**config.mk**
```make
export PLATFORM = sky130hd
export DESIGN_NAME = lp_clock_ctrl
export DESIGN_NICKNAME = d
export VERILOG_FILES = /design/src/rtl/lp_pkg.sv /design/src/rtl/lp_cfg_reg.sv /design/src/rtl/lp_clk_div.sv /design/src/rtl/lp_wake_fsm.sv /design/src/rtl/lp_clock_ctrl.sv
export SDC_FILE = /design/constraint.sdc
export NUM_CORES = 1
export LEC_CHECK = 0
export BUFFER_PORTS_ARGS = -buffer_cell sky130_fd_sc_hd__clkbuf_2
export CORE_MARGIN = 2
export CORE_UTILIZATION = 53
export DETAILED_ROUTE_END_ITERATION = 6
export PLACE_DENSITY = 0.78
export SYNTH_ARGS = -nofsm -noshare
export SYNTH_HDL_FRONTEND = slang
export SYNTH_SLANG_ARGS = --single-unit
```
**constraint.sdc**
```tcl
create_clock -name clk -period 2.3 [get_ports clk]
set_input_delay 0.46 -clock clk [delete_from_list [all_inputs] [get_ports clk]]
set_output_delay 0.46 -clock clk [all_outputs]
set_load 0.01 [all_outputs]
```
**src/rtl/lp_pkg.sv**
```systemverilog
package lp_pkg;
  localparam int LP_DIV_W = 5;

  typedef struct packed {
    logic                en;
    logic                destr;
    logic                pre16;
    logic [LP_DIV_W-1:0] div;
  } lp_cfg_t;

  typedef enum logic [1:0] {
    ST_FULL = 2'd0,
    ST_LOW  = 2'd1,
    ST_CRST = 2'd2
  } lp_state_e;
endpackage

```
**src/rtl/lp_cfg_reg.sv**
```systemverilog
module lp_cfg_reg
  import lp_pkg::*;
(
  input  logic                clk,
  input  logic                rst_n,
  input  logic                wr,
  input  lp_cfg_t             wdata,
  input  logic                load,
  output lp_cfg_t             cur,
  output logic [LP_DIV_W-1:0] act_div,
  output logic                act_pre
);
  // cur is the written register; act_* is the copy the divider runs from
  always_ff @(posedge clk) begin
    if (!rst_n) begin
      cur     <= '0;
      act_div <= '0;
      act_pre <= 1'b0;
    end else begin
      if (wr) cur <= wdata;
      if (load) begin
        act_div <= cur.div;
        act_pre <= cur.pre16;
      end
    end
  end
endmodule

```
**src/rtl/lp_clk_div.sv**
```systemverilog
module lp_clk_div
  import lp_pkg::*;
#(
  parameter int PRE_DIV = 16
) (
  input  logic                clk,
  input  logic                rst_n,
  input  logic                run,
  input  logic                pre_on,
  input  logic [LP_DIV_W-1:0] div_val,
  output logic                term
);
  logic                pre_tick;
  logic                half;
  logic                half_tick;
  logic [LP_DIV_W-1:0] div_cnt;

  generate
    if (PRE_DIV > 1) begin : g_pre
      localparam int PW = $clog2(PRE_DIV);
      logic [PW-1:0] pre_cnt;
      logic          pre_wrap;
      assign pre_wrap = (pre_cnt == PW'(PRE_DIV - 1));
      assign pre_tick = !pre_on || pre_wrap;
      always_ff @(posedge clk) begin
        if (!rst_n || !run) pre_cnt <= '0;
        else if (pre_on)    pre_cnt <= pre_wrap ? '0 : pre_cnt + 1'b1;
      end
    end else begin : g_nopre
      assign pre_tick = 1'b1;
    end
  endgenerate

  // fixed divide-by-two stage, then the programmable stage
  assign half_tick = pre_tick && half;
  assign term      = run && half_tick && (div_cnt == div_val);

  always_ff @(posedge clk) begin
    if (!rst_n || !run) begin
      half    <= 1'b0;
      div_cnt <= '0;
    end else begin
      if (pre_tick)  half <= ~half;
      if (half_tick) div_cnt <= (div_cnt == div_val) ? '0 : div_cnt + 1'b1;
    end
  end
endmodule

```
**src/rtl/lp_wake_fsm.sv**
```systemverilog
module lp_wake_fsm
  import lp_pkg::*;
#(
  parameter int NSRC       = 16,
  parameter int RST_CYCLES = 24
) (
  input  logic            clk,
  input  logic            rst_n,
  input  logic            lp_req,
  input  logic            en_now,
  input  logic            destr,
  input  logic [NSRC-1:0] irq_src,
  input  logic            term,
  input  logic            por_clr,
  output logic            lp_active,
  output logic            core_rst,
  output logic            por_irq
);
  localparam int TW = $clog2(RST_CYCLES + 1);

  lp_state_e     state, state_nx;
  logic [TW-1:0] tmr;
  logic          tmr_last;

  assign tmr_last = (tmr == TW'(RST_CYCLES - 1));

  always_comb begin
    state_nx = state;
    unique case (state)
      ST_FULL: if (lp_req && en_now) state_nx = ST_LOW;
      ST_LOW: begin
        if (|irq_src)             state_nx = destr ? ST_CRST : ST_FULL;
        else if (term && !en_now) state_nx = ST_FULL;
      end
      ST_CRST: if (tmr_last) state_nx = ST_FULL;
      default: state_nx = ST_FULL;
    endcase
  end

  always_ff @(posedge clk) begin
    if (!rst_n) begin
      state   <= ST_FULL;
      tmr     <= '0;
      por_irq <= 1'b0;
    end else begin
      state <= state_nx;
      tmr   <= (state == ST_CRST) ? tmr + 1'b1 : '0;
      if (state == ST_CRST && tmr_last) por_irq <= 1'b1;
      else if (por_clr)                 por_irq <= 1'b0;
    end
  end

  assign lp_active = (state == ST_LOW);
  assign core_rst  = (state == ST_CRST);
endmodule

```
**src/rtl/lp_clock_ctrl.sv**
```systemverilog
module lp_clock_ctrl
  import lp_pkg::*;
#(
  parameter int NSRC       = 16,
  parameter int PRE_DIV    = 16,
  parameter int RST_CYCLES = 24
) (
  input  logic                clk,
  input  logic                rst_n,
  input  logic                cfg_wr,
  input  logic [LP_DIV_W-1:0] cfg_div,
  input  logic                cfg_pre16,
  input  logic                cfg_en,
  input  logic                cfg_destr,
  input  logic                lp_req,
  input  logic [NSRC-1:0]     irq_src,
  input  logic                por_clr,
  output logic                cpu_ce,
  output logic                lp_active,
  output logic                core_rst,
  output logic                por_irq
);
  lp_cfg_t             wdata, cur;
  logic [LP_DIV_W-1:0] act_div;
  logic                act_pre;
  logic                term;
  logic                load;

  assign wdata = '{en: cfg_en, destr: cfg_destr, pre16: cfg_pre16, div: cfg_div};
  assign load  = !lp_active || term;

  lp_cfg_reg u_cfg (
    .clk(clk), .rst_n(rst_n), .wr(cfg_wr), .wdata(wdata), .load(load),
    .cur(cur), .act_div(act_div), .act_pre(act_pre)
  );

  lp_clk_div #(.PRE_DIV(PRE_DIV)) u_div (
    .clk(clk), .rst_n(rst_n), .run(lp_active), .pre_on(act_pre),
    .div_val(act_div), .term(term)
  );

  lp_wake_fsm #(.NSRC(NSRC), .RST_CYCLES(RST_CYCLES)) u_fsm (
    .clk(clk), .rst_n(rst_n), .lp_req(lp_req), .en_now(cur.en),
    .destr(cur.destr), .irq_src(irq_src), .term(term), .por_clr(por_clr),
    .lp_active(lp_active), .core_rst(core_rst), .por_irq(por_irq)
  );

  assign cpu_ce = lp_active ? term : 1'b1;
endmodule

```
; ---- Word level (Yosys, flattened, before mapping)
; Index checks and enable logic that the tools add are counted.
[word_totals]
ff_bits = 32
in_bits = 29
output_inout_bits = 4
word_cells = 53
[classes]
addsub = 3
n_eq_ne = 8
mux = 11
bitwise_logic = 1
n_reduce_logical = 18
[op_table]
columns = cell, n
row1 = OR reduction 16 bit, 1
row2 = "adder 5 x 1 -> 5 bit, second input constant", 2
row3 = 2-to-1 mux 2 bit, 5
row4 = logical AND 1 bit, 6
row5 = case mux 2 bit (3 select lines), 1
row6 = equality test 5 bit, 1
row7 = "equality test 5 bit, second input constant", 1
row8 = 2-to-1 mux 5 bit, 1
row9 = "adder 4 x 1 -> 4 bit, second input constant", 1
row10 = "equality test 4 bit, second input constant", 1
row11 = logical NOT 1 bit, 4
row12 = 2-to-1 mux 4 bit, 1
row13 = "inequality test 2 x 1 -> 1 bit, second input constant", 2
row14 = logical OR 1 bit, 3
row15 = 2-to-1 mux 1 bit, 3
row16 = "inequality test 3 x 1 -> 1 bit, second input constant", 1
row17 = AND reduction 3 bit, 1
row18 = "equality test 2 x 1 -> 1 bit, second input constant", 1
row19 = "equality test 2 bit, second input constant", 1
row20 = logical NOT 2 bit, 1
row21 = AND reduction 2 bit, 1
row22 = nonzero test 2 bit, 1
row23 = NOT 1 bit, 1

; ---- Longest topological paths before layout
[logic_depth]
depth_word = 9
ltp_mapped = 6
depth_no_buf = 5

; ---- Hierarchy
; Synthesis repeated with hierarchy kept, for this count alone.
[unflattened]
hier_cells = 143
hier_area_um2 = 1467.7
[by_module_without_submodules]
columns = mod, n_inst, cells_each, area_per_inst_um2, seq_area_each_um2
row1 = lp_clk_div, 1, 58, 565.5, 200.2
row2 = lp_cfg_reg, 1, 45, 531.8, 280.3
row3 = lp_wake_fsm, 1, 39, 364.1, 160.2
row4 = lp_clock_ctrl, 1, 1, 6.3, 0.0

; ---- Worst setup path after synthesis
; Ideal clock, no wire load.
[synth_path]
kind = register to output
start = register u_div.g_pre.pre_cnt[0]
end = output port cpu_ce
arrival_ns = 1.358
t_required_ns = 1.840
path_slack_ns = 0.482
stages_incl_launch_ff = 6
n_path_buf = 1
path_cell_list = dfxtp_1 -> ha_1 -> and3_4 -> o21ai_2 -> o31ai_4 -> buf_6
[synth_via]
elab_chain_len = 6
[synth_rtl]
columns = item, line_no
row1 = "start, declared", lp_clk_div.sv:21  ; logic [PW-1:0] pre_cnt;
row2 = "start signal, assigned", lp_clk_div.sv:27  ; else if (pre_on) pre_cnt <= pre_wrap ? '0 : pre_cnt + 1'b1;
row3 = equality test 4 bit, lp_clk_div.sv:23  ; assign pre_wrap = (pre_cnt == PW'(PRE_DIV - 1));
row4 = logical OR 1 bit, lp_clk_div.sv:24  ; assign pre_tick = !pre_on || pre_wrap;
row5 = logical AND 1 bit, lp_clk_div.sv:35  ; assign half_tick = pre_tick && half;
row6 = logical AND 1 bit (2 in a row), lp_clk_div.sv:36  ; assign term = run && half_tick && (div_cnt == div_val);
row7 = 2-to-1 mux 1 bit, lp_clock_ctrl.sv:48  ; assign cpu_ce = lp_active ? term : 1'b1;
row8 = "end, declared", lp_clock_ctrl.sv:18  ; output logic cpu_ce,
; No other way between the ends.

; ---- Worst setup path after layout
; Same ends and word-level chain as after synthesis.

==> flow_metrics.py <==
metrics = {
    "clock_tree": {
        "cts_setup_buffers": 0,
        "cts-buffers-inserted": 5,
        "clock-root-buffer": "clkbuf_4",
        "cts_buffer_depth": 2,
        "worst_skew_pair.late_latency_ns": 0.33,
        "post_cts_resized": 0,
        "htreeDepth": 2,
        "cts_tree": "yes",
        "postCtsHoldBufs": 0,
        "clk_pin_slew_ns": 0.10,
        "clock_sinks": 32,
    },
    "logic_synthesis": {
        "synth_ff_type": "dfxtp_1",
        "syn_area_per_cell_sq_um": 9.67,
        "yosysTopAreaCellShare": 0.430,
        "synth_edf_count": 0,
        "async_flop_share": 0,
        "ys_seq_elements": 32,
        "synth_area_sq_um": 1490,
        "synth_nets": 186,
        "synth_top_area_cell": "dfxtp_1",
        "ys_types": 36,
        "synthCells": 154,
        "synthTopCellsByArea": "dfxtp_1 (43%), mux2i_1 (11%), xnor2_1 (5.9%)",
        "ys_seq_area_frac": 0.430,
        "yosys_warnings": 0,
    },
    "route": {
        "drtIter0Drc": 24,
        "postRouteAntennaNets": 0,
        "drt-wirelength-per-cell_microns": 12.4,
        "via_per_inst": 5.33,
        "drt-total-wl_microns": 2730,
        "drtPass1Iterations": 4,
        "drc_errors": 0,
        "vias": 1173,
    },
    "sta": {
        "layout_setup_ws_ns": 0.111,
        "max_freq_mhz": 457,
        "clock_skew_ns": 0.00540,
        "finalMaxSlewViolations": 0,
        "tightestPinTransition_ns": 0.524,
        "rsz0062_at_grt": "false",
        "max_slew_margin": 0.650,
        "holdWs_ns": 0.386,
        "hold_viol": 0,
        "min_period_ns": 2.19,
        "setup_tns_ns": 0,
        "setup_violations": 0,
        "period_share": 0.952,
    },
    "power_and_ir_drop": {
        "p_leak_nw": 0.697,
        "powerDensity_nw_per_um2": 567,
        "ir_drop_v": 0.000662,
        "total_power_w": 0.000980,
    },
    "floorplan": {
        "die_h_microns": 57,
        "start_util": 0.549,
        "chipWidth_microns": 57,
        "fp-row-count": 19,
        "die_area_sq_um": 3250,
        "io_pins": 33,
        "coreArea_sq_um": 2710,
    },
    "worst_setup_path": {
        "critPathKind": "register to output pin",
        "end_kind": "output pin",
        "cp.required_ns": 1.84,
        "rr_worst_depth": 6,
        "crit_chain": "ha_2, and3_4, o21ai_2, o31ai_4, clkbuf_2",
        "cp_data_arrival_time_ns": 1.73,
        "crit_path_start_kind": "register",
        "cp_max_fo": 5,
        "cp_slowest_cell": "dfxtp_1",
        "slowest_delay_ns": 0.44,
        "regToRegSetupSlack_ns": 0.55,
        "r2r_end": "u_cfg.act_pre$_SDFFE_PN0P_",
        "timing.rr.start": "u_div.g_pre.pre_cnt[0]$_SDFFE_PP0P_",
    },
    "global_routing": {
        "antenna_found_initial": 0,
        "grt-ovfl-total": 0,
        "grt_pass1_wl_microns": 4770,
        "grt_pass1_vias": 1168,
        "grt_start_max_net_pins": 33,
        "grt.total_usage": 0.189,
    },
    "hold_path": {
        "hold_depth": 3,
        "hold_path_class": "input port to register",
        "hold_end": "u_cfg.cur[1]$_SDFFE_PN0P_",
        "hp-start": "cfg_div[1]",
    },
    "place": {
        "post-place-ws_ns": 0.496,
        "gp_congestion": 0.745,
        "dp_hpwl_microns": 2090,
        "io_buffer_count": 32,
    },
    "final_layout": {
        "layout-drive-gt1-share": 0.259,
        "nFillCells": 244,
        "diodes": 0,
        "synthToLayoutAreaGrowth_pct": 16.1,
        "fin_nets": 220,
    },
    "run_status": {
        "run_status": "completed",
    },
    "flow_run": {
        "max_cap_violations": 0,
    },
}
## stage by stage
stage	utilization	std cells	instance area, sq um
finish	0.638	220	1730
global route	0.638	220	1730
CTS	0.637	220	1730
detailed placement	0.614	212	1660
global placement	0.614	212	1660
floorplan	-	154	1490
## power breakdown
group          total [W]  leakage (nW)  internal, W  switching, W
registers       0.000577         0.260     0.000567     0.0000101
logic          0.0000760         0.399    0.0000408     0.0000352
clock network   0.000327        0.0380     0.000145      0.000181
## state kept, by name (all words and copies together) (netlist names)
name                 cells
u_div.half               1
u_cfg.act_div            5
u_div.g_pre.pre_cnt      4
u_fsm.tmr                5
u_fsm.state              2
u_fsm.por_irq            1
u_div.div_cnt            5
u_cfg.act_pre            1
u_cfg.cur                8
## metal layers
layer	vias up	global-route usage	wire [microns]
met5	-	0	0
met1	542	0.218	1190
li1	596	-	-
met4	0	0.0498	24
met2	32	0.330	1360
met3	3	0.0680	152
## cell usage after synthesis (all sizes together), types with 2 or more instances
cell type / number
a211oi: 2
nor2: 7
nand3: 5
nand2: 22
nor3b: 6
o21ai: 3
inv: 3
buf: 2
xor2: 3
ha: 3
nor3: 4
a21oi: 4
and3: 2
nor4: 4
mux2i: 17
clkbuf: 4
xnor2: 10
dfxtp: 32
nor2b: 10
## critical path: cells and delay by family, from the launching register on
family	cells	cell delay, ns
compound gates	2	0.34
fa+ha+maj	1	0.25
buf+inv	1	0.17
flops	1	0.44
simple gates	1	0.21
## cell families after synthesis
logic type	after synthesis	share of synthesized area
flip-flops	32	0.430
buffers and inverters	9	0.0286
AO/OA/AOI/OAI	13	0.0798
adder cells (fa/ha/maj)	3	0.0252
XOR/XNOR	13	0.0765
multiplexers	17	0.114
AND/OR/NAND/NOR	67	0.245
## layout make-up
type | instances | area, sq um | area share
inverters | 3 | 11.3 | 0.00652
repair buffers | 33 | 168 | 0.0970
clock inverters | 2 | 10.0 | 0.00579
clock buffers | 6 | 51.3 | 0.0297
multi-input cells | 113 | 808 | 0.468
flip-flops and latches | 32 | 641 | 0.371
well taps | 31 | 38.8 | 0.0224
## how the worst max path moves through the flow
stage / slack, ns / end / start / cells after the start
finish: 0.11 / cpu_ce / u_div.g_pre.pre_cnt[0]$_SDFFE_PP0P_ / 5
global route: 0.005 / cpu_ce / u_div.g_pre.pre_cnt[0]$_SDFFE_PP0P_ / 5
CTS: 0.11 / cpu_ce / u_div.g_pre.pre_cnt[0]$_SDFFE_PP0P_ / 5
detailed placement: 0.50 / cpu_ce / u_div.g_pre.pre_cnt[0]$_SDFFE_PP0P_ / 5
global placement: 0.54 / cpu_ce / u_div.g_pre.pre_cnt[0]$_SDFFE_PP0P_ / 5
floorplan: 0.48 / cpu_ce / u_div.g_pre.pre_cnt[0]$_SDFFE_PP0P_ / 5
## cells in the final DEF (no fill, tap or decap), types with 5 or more instances in the layout
master,instances
nand2_1,22
nor2b_1,10
clkbuf_2,32
mux2i_1,17
xnor2_1,10
nor3b_1,5
nor2_1,7
dfxtp_1,32
clkbuf_4,5
Power figures use the tool's default switching activity.
